$ cat config.mk
export PLATFORM = sky130hd
export DESIGN_NAME = spi_xfer_engine
export DESIGN_NICKNAME = d
export VERILOG_FILES = /design/src/rtl/spi_xfer_pkg.sv /design/src/rtl/spi_xfer_ctrl.sv /design/src/rtl/spi_xfer_dp.sv /design/src/rtl/spi_xfer_engine.sv
export SDC_FILE = /design/constraint.sdc
export NUM_CORES = 1
export LEC_CHECK = 0
export ABC_CLOCK_PERIOD_IN_PS = 5400
export BUFFER_PORTS_ARGS = -buffer_cell sky130_fd_sc_hd__buf_2
export CAP_MARGIN = 0
export CELL_PAD_IN_SITES_DETAIL_PLACEMENT = 1
export CELL_PAD_IN_SITES_GLOBAL_PLACEMENT = 2
export CORE_MARGIN = 2
export CORE_UTILIZATION = 39
export DETAILED_ROUTE_END_ITERATION = 12
export PLACE_DENSITY_LB_ADDON = 0.1
export SYNTH_ARGS = -nofsm -noshare
export SYNTH_HDL_FRONTEND = slang
export SYNTH_HIERARCHICAL = 1
export SYNTH_SLANG_ARGS = --single-unit
$ cat constraint.sdc
create_clock -name clk -period 5.4 [get_ports clk]
set_input_delay 0.54 -clock clk [delete_from_list [all_inputs] [get_ports clk]]
set_output_delay 0.54 -clock clk [all_outputs]
set_load 0.005 [all_outputs]
$ cat src/rtl/spi_xfer_pkg.sv
package spi_xfer_pkg;

  localparam int CFG_W  = 8;
  localparam int RATE_W = 2;

  // Control word; the first member sits in the top bit.
  typedef struct packed {
    logic              ssAuto;
    logic              enable;
    logic              lsbFirst;
    logic              master;
    logic              cpol;
    logic              cpha;
    logic [RATE_W-1:0] rate;
  } ctrlWord_t;

  typedef enum logic [1:0] {
    ST_IDLE,
    ST_RUN,
    ST_TAIL
  } xferState_t;

  // Strobes from control to datapath.
  typedef struct packed {
    logic load;
    logic shift;
    logic sample;
    logic finish;
    logic rxBit;
  } dpStb_t;

endpackage

$ cat src/rtl/spi_xfer_ctrl.sv
module spi_xfer_ctrl
  import spi_xfer_pkg::*;
#(
  parameter int DATA_W = 8
) (
  input  logic                 clk,
  input  logic                 rstN,
  input  logic                 cfgWr,
  input  logic [CFG_W-1:0]     cfgData,
  input  logic                 txStart,
  input  logic                 sckI,
  input  logic                 ssI,
  input  logic                 mosiI,
  input  logic                 misoI,
  output ctrlWord_t            cfg,
  output dpStb_t               stb,
  output logic                 sckLine,
  output logic                 ssLine,
  output logic                 ssSync
);

  localparam int HALF_W = (1 << RATE_W) - 1;
  localparam int EDGES  = 2 * DATA_W;
  localparam int EDGE_W = $clog2(EDGES);

  ctrlWord_t          cfgReg;
  xferState_t         state;
  logic [HALF_W-1:0]  hcnt;
  logic [HALF_W-1:0]  halfLoad;
  logic [EDGE_W-1:0]  edgeCnt;
  logic               sckReg;
  logic               ssReg;
  logic [1:0]         sckSyn;
  logic [1:0]         ssSyn;
  logic [1:0]         mosiSyn;
  logic               sckPrev;
  logic               sckS;
  logic               mosiS;
  logic               mEdge;
  logic               sEdge;
  logic               edgeEv;
  logic               leading;
  logic               lastEdge;

  // Control word register
  always_ff @(posedge clk or negedge rstN) begin
    if (!rstN) cfgReg <= '0;
    else if (cfgWr) cfgReg <= ctrlWord_t'(cfgData);
  end
  assign cfg = cfgReg;

  // Two-flop synchronisers for the slave pins
  always_ff @(posedge clk or negedge rstN) begin
    if (!rstN) begin
      sckSyn  <= '0;
      ssSyn   <= '1;
      mosiSyn <= '0;
      sckPrev <= 1'b0;
    end else begin
      sckSyn  <= {sckSyn[0], sckI};
      ssSyn   <= {ssSyn[0], ssI};
      mosiSyn <= {mosiSyn[0], mosiI};
      sckPrev <= sckSyn[1];
    end
  end
  assign sckS   = sckSyn[1];
  assign ssSync = ssSyn[1];
  assign mosiS  = mosiSyn[1];

  always_comb halfLoad = HALF_W'((1 << cfgReg.rate) - 1);

  assign mEdge    = (state == ST_RUN) && cfgReg.master && (hcnt == '0);
  assign sEdge    = (state == ST_RUN) && !cfgReg.master && (sckS != sckPrev);
  assign edgeEv   = mEdge || sEdge;
  assign leading  = ~edgeCnt[0];
  assign lastEdge = (edgeCnt == EDGE_W'(EDGES - 1));

  always_comb begin
    stb.load   = cfgReg.enable && txStart && (state == ST_IDLE);
    stb.sample = edgeEv && (cfgReg.cpha ? !leading : leading);
    stb.shift  = edgeEv && (cfgReg.cpha ? (leading && (edgeCnt != '0))
                                        : (!leading && !lastEdge));
    stb.finish = (state == ST_TAIL) && (hcnt == '0);
    stb.rxBit  = cfgReg.master ? misoI : mosiS;
  end

  always_ff @(posedge clk or negedge rstN) begin
    if (!rstN) begin
      state   <= ST_IDLE;
      hcnt    <= '0;
      edgeCnt <= '0;
      sckReg  <= 1'b0;
      ssReg   <= 1'b1;
    end else if (!cfgReg.enable) begin
      state   <= ST_IDLE;
      hcnt    <= '0;
      edgeCnt <= '0;
      sckReg  <= cfgReg.cpol;
      ssReg   <= 1'b1;
    end else begin
      unique case (state)
        ST_IDLE: begin
          sckReg  <= cfgReg.cpol;
          edgeCnt <= '0;
          hcnt    <= halfLoad;
          ssReg   <= 1'b1;
          if (cfgReg.master && txStart) begin
            state <= ST_RUN;
            ssReg <= 1'b0;
          end else if (!cfgReg.master && !ssSync) begin
            state <= ST_RUN;
          end
        end
        ST_RUN: begin
          if (!cfgReg.master && ssSync) begin
            state   <= ST_IDLE;
            edgeCnt <= '0;
          end else if (edgeEv) begin
            edgeCnt <= edgeCnt + 1'b1;
            if (cfgReg.master) begin
              sckReg <= ~sckReg;
              hcnt   <= halfLoad;
            end
            if (lastEdge) begin
              state <= ST_TAIL;
              hcnt  <= cfgReg.master ? halfLoad : '0;
            end
          end else if (cfgReg.master && (hcnt != '0)) begin
            hcnt <= hcnt - 1'b1;
          end
        end
        ST_TAIL: begin
          if (hcnt == '0) begin
            state <= ST_IDLE;
            ssReg <= 1'b1;
          end else begin
            hcnt <= hcnt - 1'b1;
          end
        end
        default: state <= ST_IDLE;
      endcase
    end
  end

  assign sckLine = sckReg;
  assign ssLine  = ssReg;

  // disabling returns the sequencer to idle on the next clock
  a_r9_disable_idle: assert property (@(posedge clk) disable iff (!rstN)
    !cfgReg.enable |=> (state == ST_IDLE));

  // the select line is high whenever no byte is in progress
  a_r8_ss_high_idle: assert property (@(posedge clk) disable iff (!rstN)
    (state == ST_IDLE) |-> ssReg);

  // SS rising during a slave byte abandons it
  a_r11_slave_abort: assert property (@(posedge clk) disable iff (!rstN)
    (!cfgReg.master && (state == ST_RUN) && ssSync) |=> (state == ST_IDLE));

endmodule

$ cat src/rtl/spi_xfer_dp.sv
module spi_xfer_dp
  import spi_xfer_pkg::*;
#(
  parameter int DATA_W = 8
) (
  input  logic              clk,
  input  logic              rstN,
  input  logic              lsbFirst,
  input  dpStb_t            stb,
  input  logic [DATA_W-1:0] txByte,
  output logic              txBit,
  output logic [DATA_W-1:0] rxByte,
  output logic              rxDone
);

  logic [DATA_W-1:0] txSr;
  logic [DATA_W-1:0] rxSr;
  logic [DATA_W-1:0] rxReg;
  logic              doneReg;

  always_ff @(posedge clk or negedge rstN) begin
    if (!rstN) begin
      txSr <= '0;
    end else if (stb.load) begin
      txSr <= txByte;
    end else if (stb.shift) begin
      txSr <= lsbFirst ? (txSr >> 1) : (txSr << 1);
    end
  end

  always_ff @(posedge clk or negedge rstN) begin
    if (!rstN) begin
      rxSr <= '0;
    end else if (stb.sample) begin
      rxSr <= lsbFirst ? {stb.rxBit, rxSr[DATA_W-1:1]}
                       : {rxSr[DATA_W-2:0], stb.rxBit};
    end
  end

  always_ff @(posedge clk or negedge rstN) begin
    if (!rstN) begin
      rxReg   <= '0;
      doneReg <= 1'b0;
    end else begin
      doneReg <= stb.finish;
      if (stb.finish) rxReg <= rxSr;
    end
  end

  assign txBit  = lsbFirst ? txSr[0] : txSr[DATA_W-1];
  assign rxByte = rxReg;
  assign rxDone = doneReg;

  // the done flag never lasts longer than one clock
  a_r7_done_single: assert property (@(posedge clk) disable iff (!rstN)
    rxDone |=> !rxDone);

  // a load never coincides with shift or sample activity
  a_r4_load_excl: assert property (@(posedge clk) disable iff (!rstN)
    stb.load |-> (!stb.shift && !stb.sample));

endmodule

$ cat src/rtl/spi_xfer_engine.sv
module spi_xfer_engine
  import spi_xfer_pkg::*;
#(
  parameter int DATA_W = 8
) (
  input  logic              clk,
  input  logic              rstN,
  input  logic              cfgWr,
  input  logic [CFG_W-1:0]  cfgData,
  input  logic              modeFaultDis,
  input  logic [DATA_W-1:0] txByte,
  input  logic              txStart,
  output logic [DATA_W-1:0] rxByte,
  output logic              rxDone,
  input  logic              sckI,
  output logic              sckO,
  output logic              sckOe,
  input  logic              mosiI,
  output logic              mosiO,
  output logic              mosiOe,
  input  logic              misoI,
  output logic              misoO,
  output logic              misoOe,
  input  logic              ssI,
  output logic              ssO,
  output logic              ssOe
);

  ctrlWord_t cfg;
  dpStb_t    stb;
  logic      sckLine;
  logic      ssLine;
  logic      ssSync;
  logic      txBit;

  spi_xfer_ctrl #(.DATA_W(DATA_W)) u_ctrl (
    .clk     (clk),
    .rstN    (rstN),
    .cfgWr   (cfgWr),
    .cfgData (cfgData),
    .txStart (txStart),
    .sckI    (sckI),
    .ssI     (ssI),
    .mosiI   (mosiI),
    .misoI   (misoI),
    .cfg     (cfg),
    .stb     (stb),
    .sckLine (sckLine),
    .ssLine  (ssLine),
    .ssSync  (ssSync)
  );

  spi_xfer_dp #(.DATA_W(DATA_W)) u_dp (
    .clk      (clk),
    .rstN     (rstN),
    .lsbFirst (cfg.lsbFirst),
    .stb      (stb),
    .txByte   (txByte),
    .txBit    (txBit),
    .rxByte   (rxByte),
    .rxDone   (rxDone)
  );

  assign sckO   = sckLine;
  assign sckOe  = cfg.enable && cfg.master;
  assign mosiO  = txBit;
  assign mosiOe = cfg.enable && cfg.master;
  assign misoO  = txBit;
  assign misoOe = cfg.enable && !cfg.master && !ssSync;
  assign ssO    = ssLine;
  assign ssOe   = cfg.enable && cfg.master && cfg.ssAuto && modeFaultDis;

  // MOSI and MISO are never driven together
  a_r10_one_driver: assert property (@(posedge clk) disable iff (!rstN)
    $onehot0({mosiOe, misoOe}));

  // the select output is only driven when this side is master
  a_r8_ss_master_only: assert property (@(posedge clk) disable iff (!rstN)
    ssOe |-> sckOe);

endmodule

# After elaboration in Yosys (flattened, before gate mapping)
# Cells that the tools add are included.
# W data, S select, Z words.
[totals]
word_cells = 115
out_inout_bits = 17
in_bits = 25
register_bits = 51
[classes]
n_eq_ne = 17
mux = 38
n_bitwise = 2
reduce_logical = 34
shift = 1
add_sub_neg = 3
[op_table]
columns = ["cell", "n"]
rows = [
  ["$mux W8", 4],
  ["$mux W3", 8],
  ["$ne A3 B3 Y1 const B", 7],
  ["$logic_and A1 B1 Y1", 20],
  ["$ne A4 B4 Y1 const B", 5],
  ["$mux W2", 7],
  ["$mux W4", 3],
  ["$mux W1", 11],
  ["$pmux W3 S3", 1],
  ["$pmux W4 S2", 1],
  ["$reduce_and A4 Y1", 2],
  ["$pmux W2 S3", 1],
  ["$ne A5 B5 Y1 const B", 1],
  ["$reduce_and A5 Y1", 1],
  ["$add A4 B1 Y4 const B", 1],
  ["$eq A4 B4 Y1 const B", 1],
  ["$pmux W1 S2", 2],
  ["$reduce_and A2 Y1", 2],
  ["$reduce_bool A4 Y1", 1],
  ["$logic_not A1 Y1", 3],
  ["$logic_not A3 Y1", 1],
  ["$reduce_bool A3 Y1", 1],
  ["$shl A1 B2 Y3 const A", 1],
  ["$sub A3 B1 Y3 const B", 1],
  ["other kinds (8)", 9],
]

# Longest topological paths before layout
[depth]
ltp_word = 8
ltp_mapped = 10
depth_no_buf = 8

# Modules after synthesis
# Netlist, hierarchy kept.
[by_module_without_submodules]
columns = ["module", "seq_area_each_um2", "cells_each", "instances", "area_each_um2"]
rows = [
  ["spi_xfer_ctrl", 654.4, 133, 1, 1410.1],
  ["spi_xfer_dp", 625.6, 99, 1, 1187.4],
  ["spi_xfer_engine", 0.0, 5, 1, 38.8],
]

# Least setup slack after synthesis
# Ideal clock, no wire load.
[synth_path]
path_type = "reg2reg"
startpoint = "register u_ctrl.hcnt[0]"
endpoint = "register u_dp.rxSr[0]"
t_arrival_ns = 1.668
slack_ns = 3.655
period_less_slack_ns = 1.745
path_buffers = 2
stages_incl_launch_ff = 11
required_ns = 5.323
setup_time_ns = 0.077
cell_sequence = "dfrtp_1 > inv_1 > ha_1 > nand2b_1 > mux2i_4 > nand2_2 > nor3_1 > clkbuf_2 > buf_2 > nor2_1 > a21oi_1"
[synth_rtl]
columns = ["element", "line_no", "source"]
rows = [
  ["from (decl)", "spi_xfer_ctrl.sv:28", "logic [HALF_W-1:0] hcnt;"],
  ["from (signal assigned)", "spi_xfer_ctrl.sv:105", "hcnt <= halfLoad;"],
  ["from (signal assigned)", "spi_xfer_ctrl.sv:122", "hcnt <= halfLoad;"],
  ["from (signal assigned)", "spi_xfer_ctrl.sv:126", "hcnt <= cfgReg.master ? halfLoad : '0;"],
  ["to (signal assigned)", "spi_xfer_dp.sv:35", "rxSr <= lsbFirst ? {stb.rxBit, rxSr[DATA_W-1:1]}"],
  ["to (decl)", "spi_xfer_dp.sv:17", "logic [DATA_W-1:0] rxSr;"],
]

# Final worst setup path
[layout_path]
startpoint = "register u_ctrl.cfgReg, in the netlist u_ctrl/cfg[5]"
endpoint = "output misoO"
[layout_via]
elab_chain_len = 1
[layout_rtl]
columns = ["element", "line_no", "source"]
rows = [
  ["from (decl)", "spi_xfer_ctrl.sv:26", "ctrlWord_t cfgReg;"],
  ["from (signal assigned)", "spi_xfer_ctrl.sv:48", "else if (cfgWr) cfgReg <= ctrlWord_t'(cfgData);"],
  ["$mux W1", "spi_xfer_dp.sv:50", "assign txBit = lsbFirst ? txSr[0] : txSr[DATA_W-1];"],
  ["to (decl)", "spi_xfer_engine.sv:22", "output logic misoO,"],
]
# No other way between the ends.

==> out/results.md <==
• finished clean — status
• 5 — clock buffers created by TritonCTS
• 1 — number of buffer and inverter instances along the worst setup path
• 0 — post-detailed-route count of antenna-violating nets
• 51 — number of synthesized register bits
• 49 — Netlist cell types
• 48.6% — share of synthesized area occupied by flip-flops and latches
• 42 — count of pins on the block boundary
• 4 — Detailed Routing Iterations Pass 1
• u_ctrl/cfg[4] — Crit Reg-Reg Startpoint
• 0 — number of hold-slack violations in the final timing report
• 4.04 mm — post-DP HPWL
• 5.24 — via density per instance
• 26.5% — fraction of final layout cells sized beyond drive strength 1
• 6 — Warnings, synthesis
• 45.6% — area share of the largest cell type after synthesis
• 5.69 mm — detailed-route wire length
• 0 — final number of setup-violating endpoints
• 1843 — DR vias
• register to output pin — worst setup path category
• 18 — peak fanout along the critical path
• 10.0 mm — wire length of the first global-routing pass
• 12.1% — area delta synth->final
• 0.00876 ns — worst clock skew on the final layout
• 42.0% — worst max-slew margin expressed relative to the limit
• 3.18 ns — Worst R2R Setup Slack
• 16.2 µm — wire length per cell
• 2 — H-Tree Level Count
• 0 — Antenna diodes
• 0 — final count of pins violating max slew
• 2860 µm² — Placement Cell Area
• mux2_2 > buf_2 — crit-path cells
• dfrtp_1 — most repeated cell in the gate-level netlist after synthesis
• done — CTS tree
• 51 — total clock sinks
• 0 — EDFF count, synth
• 41 — count of buffers from port buffering
• register — element type at the critical path start
• 0.429 GHz — max frequency
• flip-flops — family with the most delay on the worst path
• 0 — cts-stage hold buffer count
• 0 — grt ovf
• 16.9% — combined global-route utilization of all metal layers
• 29 — number of rows created at floorplan
• u_ctrl/cfg[5] — origin of the worst setup path
• 1.79 ns — Data arrival, critical path
• 86.2 µm — chip height
• dfrtp_1 — primary flip-flop cell chosen by synthesis mapping
• 6460 µm² — core region area
• 2.33 ns — min Tclk post-route
• dfrtp_1 — biggest area consumer among synthesized cells
• 86.2 µm — Die Wd
• 7430 µm² — Die Area
• 306 — Post-layout nets
• 0.31 ns — insertion delay to the later sink of the worst-skew pair
• 100% — Post-synth ARST share
• 394 nW/µm² — Power per Cell Area
• 0.736 — routability-driven placement congestion ratio
• 5 — number of cells on the worst reg-to-reg path
• 269 — synthesized netlist net count
• 0 — number of buffers added for setup after CTS
• dfrtp_1 46%, mux2i_1 5.3%, mux2_2 4.3% — leading post-synthesis cells by cell area
• 0 — antenna violations before repair
• 2960 µm² — final instance area
• 0.10 ns — clock slew at the register clock pins of the worst setup and hold paths
• misoO — Worst Setup EP
• 0.93 ns — Worst path max stage delay
• 43.1% — share of the clock period used by the worst path
• 0 — DR DRC count
• 2640 µm² — synthesized area
• 48 x dfrtp_1, 14 x mux2i_1, 14 x nor2_1, 13 x a21oi_1, 12 x nand2_1 — most common library cells after synthesis
• 0 ns — accumulated negative setup slack
• 52 — maximum number of pins on one net before global-route repair
• 237 — Syn Inst Count
• 4.86 ns — required time of the critical path
• 0.871 ns — transition time of the tightest slew-check pin
• 0 — cts repair resizes
• 0.000162 V — worst ir drop on vdd
• dfrtp_1 — highest-delay cell along the critical path
• 2 — depth of the critical timing path with buffers and inverters included
• 0 — number of max-capacitance violations reported
• output pin — crit end category
• clkbuf_8 — root buffer selected by CTS
• 0.00137 µW — Leakage
• input pin to register — worst hold path type
• 2023 — number of global-route vias before repair
• 40.8% — initial core utilization
• 54 — DRT iter0 DRCs
• 2 — buffer levels on the longest clock path
• no — RSZ-0062 raised after global routing
• u_dp/txSr[0] — end of the worst register-to-register path
• 11.1 µm² — Mapped Avg Cell Area
==> flip-flops by register name (all words and copies together), names as in the netlist <==
signal / count
u_ctrl/state: 2
u_ctrl/edgeCnt: 4
u_dp/rxByte: 8
u_dp/txSr: 8
u_ctrl/sckSyn: 2
u_ctrl/sckLine: 1
u_dp/rxDone: 1
u_ctrl/hcnt: 3
u_ctrl/mosiSyn: 2
u_ctrl/ssSyn: 2
u_ctrl/cfg: 8
u_ctrl/ssLine: 1
u_ctrl/sckPrev: 1
u_dp/rxSr: 8
==> metrics by stage <==
step | hold WS [ns] | setup WS [ns] | cells | total power, µW | util [%]
after detailed placement | 0.346 | 3.19 | 344 | 937 | 44.2
after CTS | 0.306 | 3.05 | 352 | 1190 | 45.8
final | 0.319 | 3.07 | 352 | 1170 | 45.8
after global routing | 0.309 | 2.95 | 352 | 1260 | 45.8
after global placement | 0.333 | 3.24 | 344 | 924 | 44.2
after floorplan | 0.244 | 3.65 | 237 | 831 | -
==> power breakdown <==
group	internal, µW	leakage (µW)	switching, µW	total, µW
Sequential	462	0.000621	79.7	542
Combinational	182	0.000698	202	383
Clock	98.1	0.0000511	142	241
Total	742	0.00137	424	1170
==> layer usage <==
layer / global-route usage (%) / vias up / share of wire [%]
met5: 0 / - / 0
met4: 3.84 / 0 / 0.98
met3: 3.33 / 5 / 2.9
met2: 27.8 / 30 / 46
met1: 23.3 / 897 / 50
li1: - / 911 / -
==> worst register-to-register path, cell delays in order (launching register included) <==
cell,delay (ns)
dfrtp_1,0.69
mux2i_4,0.41
nand2_2,0.11
nor2_1,0.56
nand3_1,0.16
a31oi_1,0.22
==> worst min-delay path by stage <==
stage	slack (ns)	startpoint	end	depth (start not counted)
after floorplan	0.24	rstN	u_ctrl/cfg[0]	0
after global placement	0.33	u_ctrl/mosiSyn[0]	u_ctrl/mosiSyn[1]	0
after detailed placement	0.35	u_ctrl/sckSyn[0]	u_ctrl/sckSyn[1]	0
after CTS	0.31	ssI	u_ctrl/ssSyn[0]	1
after global routing	0.31	ssI	u_ctrl/ssSyn[0]	1
final	0.32	ssI	u_ctrl/ssSyn[0]	1
==> placed cells by master, fill, tap and decap left out, types with 2 or more instances in the layout <==
| master | netlist | layout |
|---|---|---|
| o211ai_1 | 8 | 8 |
| o21a_1 | 2 | 2 |
| o21ai_1 | 6 | 6 |
| nand2b_1 | 7 | 7 |
| clkbuf_8 | 0 | 5 |
| nor2_1 | 14 | 14 |
| and2_1 | 6 | 6 |
| and3_1 | 3 | 3 |
| inv_6 | 0 | 2 |
| mux2_1 | 8 | 8 |
| nand3_1 | 3 | 3 |
| o21ai_0 | 8 | 8 |
| ha_1 | 7 | 7 |
| buf_2 | 5 | 41 |
| dfstp_2 | 3 | 3 |
| dfrtp_1 | 48 | 48 |
| nand2_1 | 12 | 12 |
| a22o_1 | 2 | 2 |
| nor3_1 | 3 | 3 |
| buf_4 | 2 | 2 |
| mux2i_1 | 14 | 14 |
| a21oi_1 | 13 | 13 |
| mux2_2 | 10 | 10 |
| a31oi_1 | 7 | 7 |
| or3b_1 | 6 | 6 |
| inv_1 | 9 | 9 |
| nor2b_1 | 5 | 5 |
==> layout make-up <==
| type | instances | area (µm²) |
|---|---|---|
| flip-flops and latches | 51 | 1280 |
| inverters | 9 | 33.8 |
| repair buffers | 43 | 220 |
| multi-input cells | 164 | 1230 |
| clock buffers | 5 | 68.8 |
| fillers | 740 | 3500 |
| clock inverters | 3 | 28.8 |
| well taps | 77 | 96.3 |
==> cell families (layout without fill, tap and decap cells) <==
kind of cell    after synthesis  in the layout  synth area share, %
fa+ha+maj                     7              7                 3.32
simple gates                 68             68                 15.1
mux                          33             33                 13.9
compound gates               55             55                 13.6
flops                        51             51                 48.6
xor+xnor                      1              1                0.617
buf+inv                      22             60                 4.89
Power figures use the tool's default switching activity.
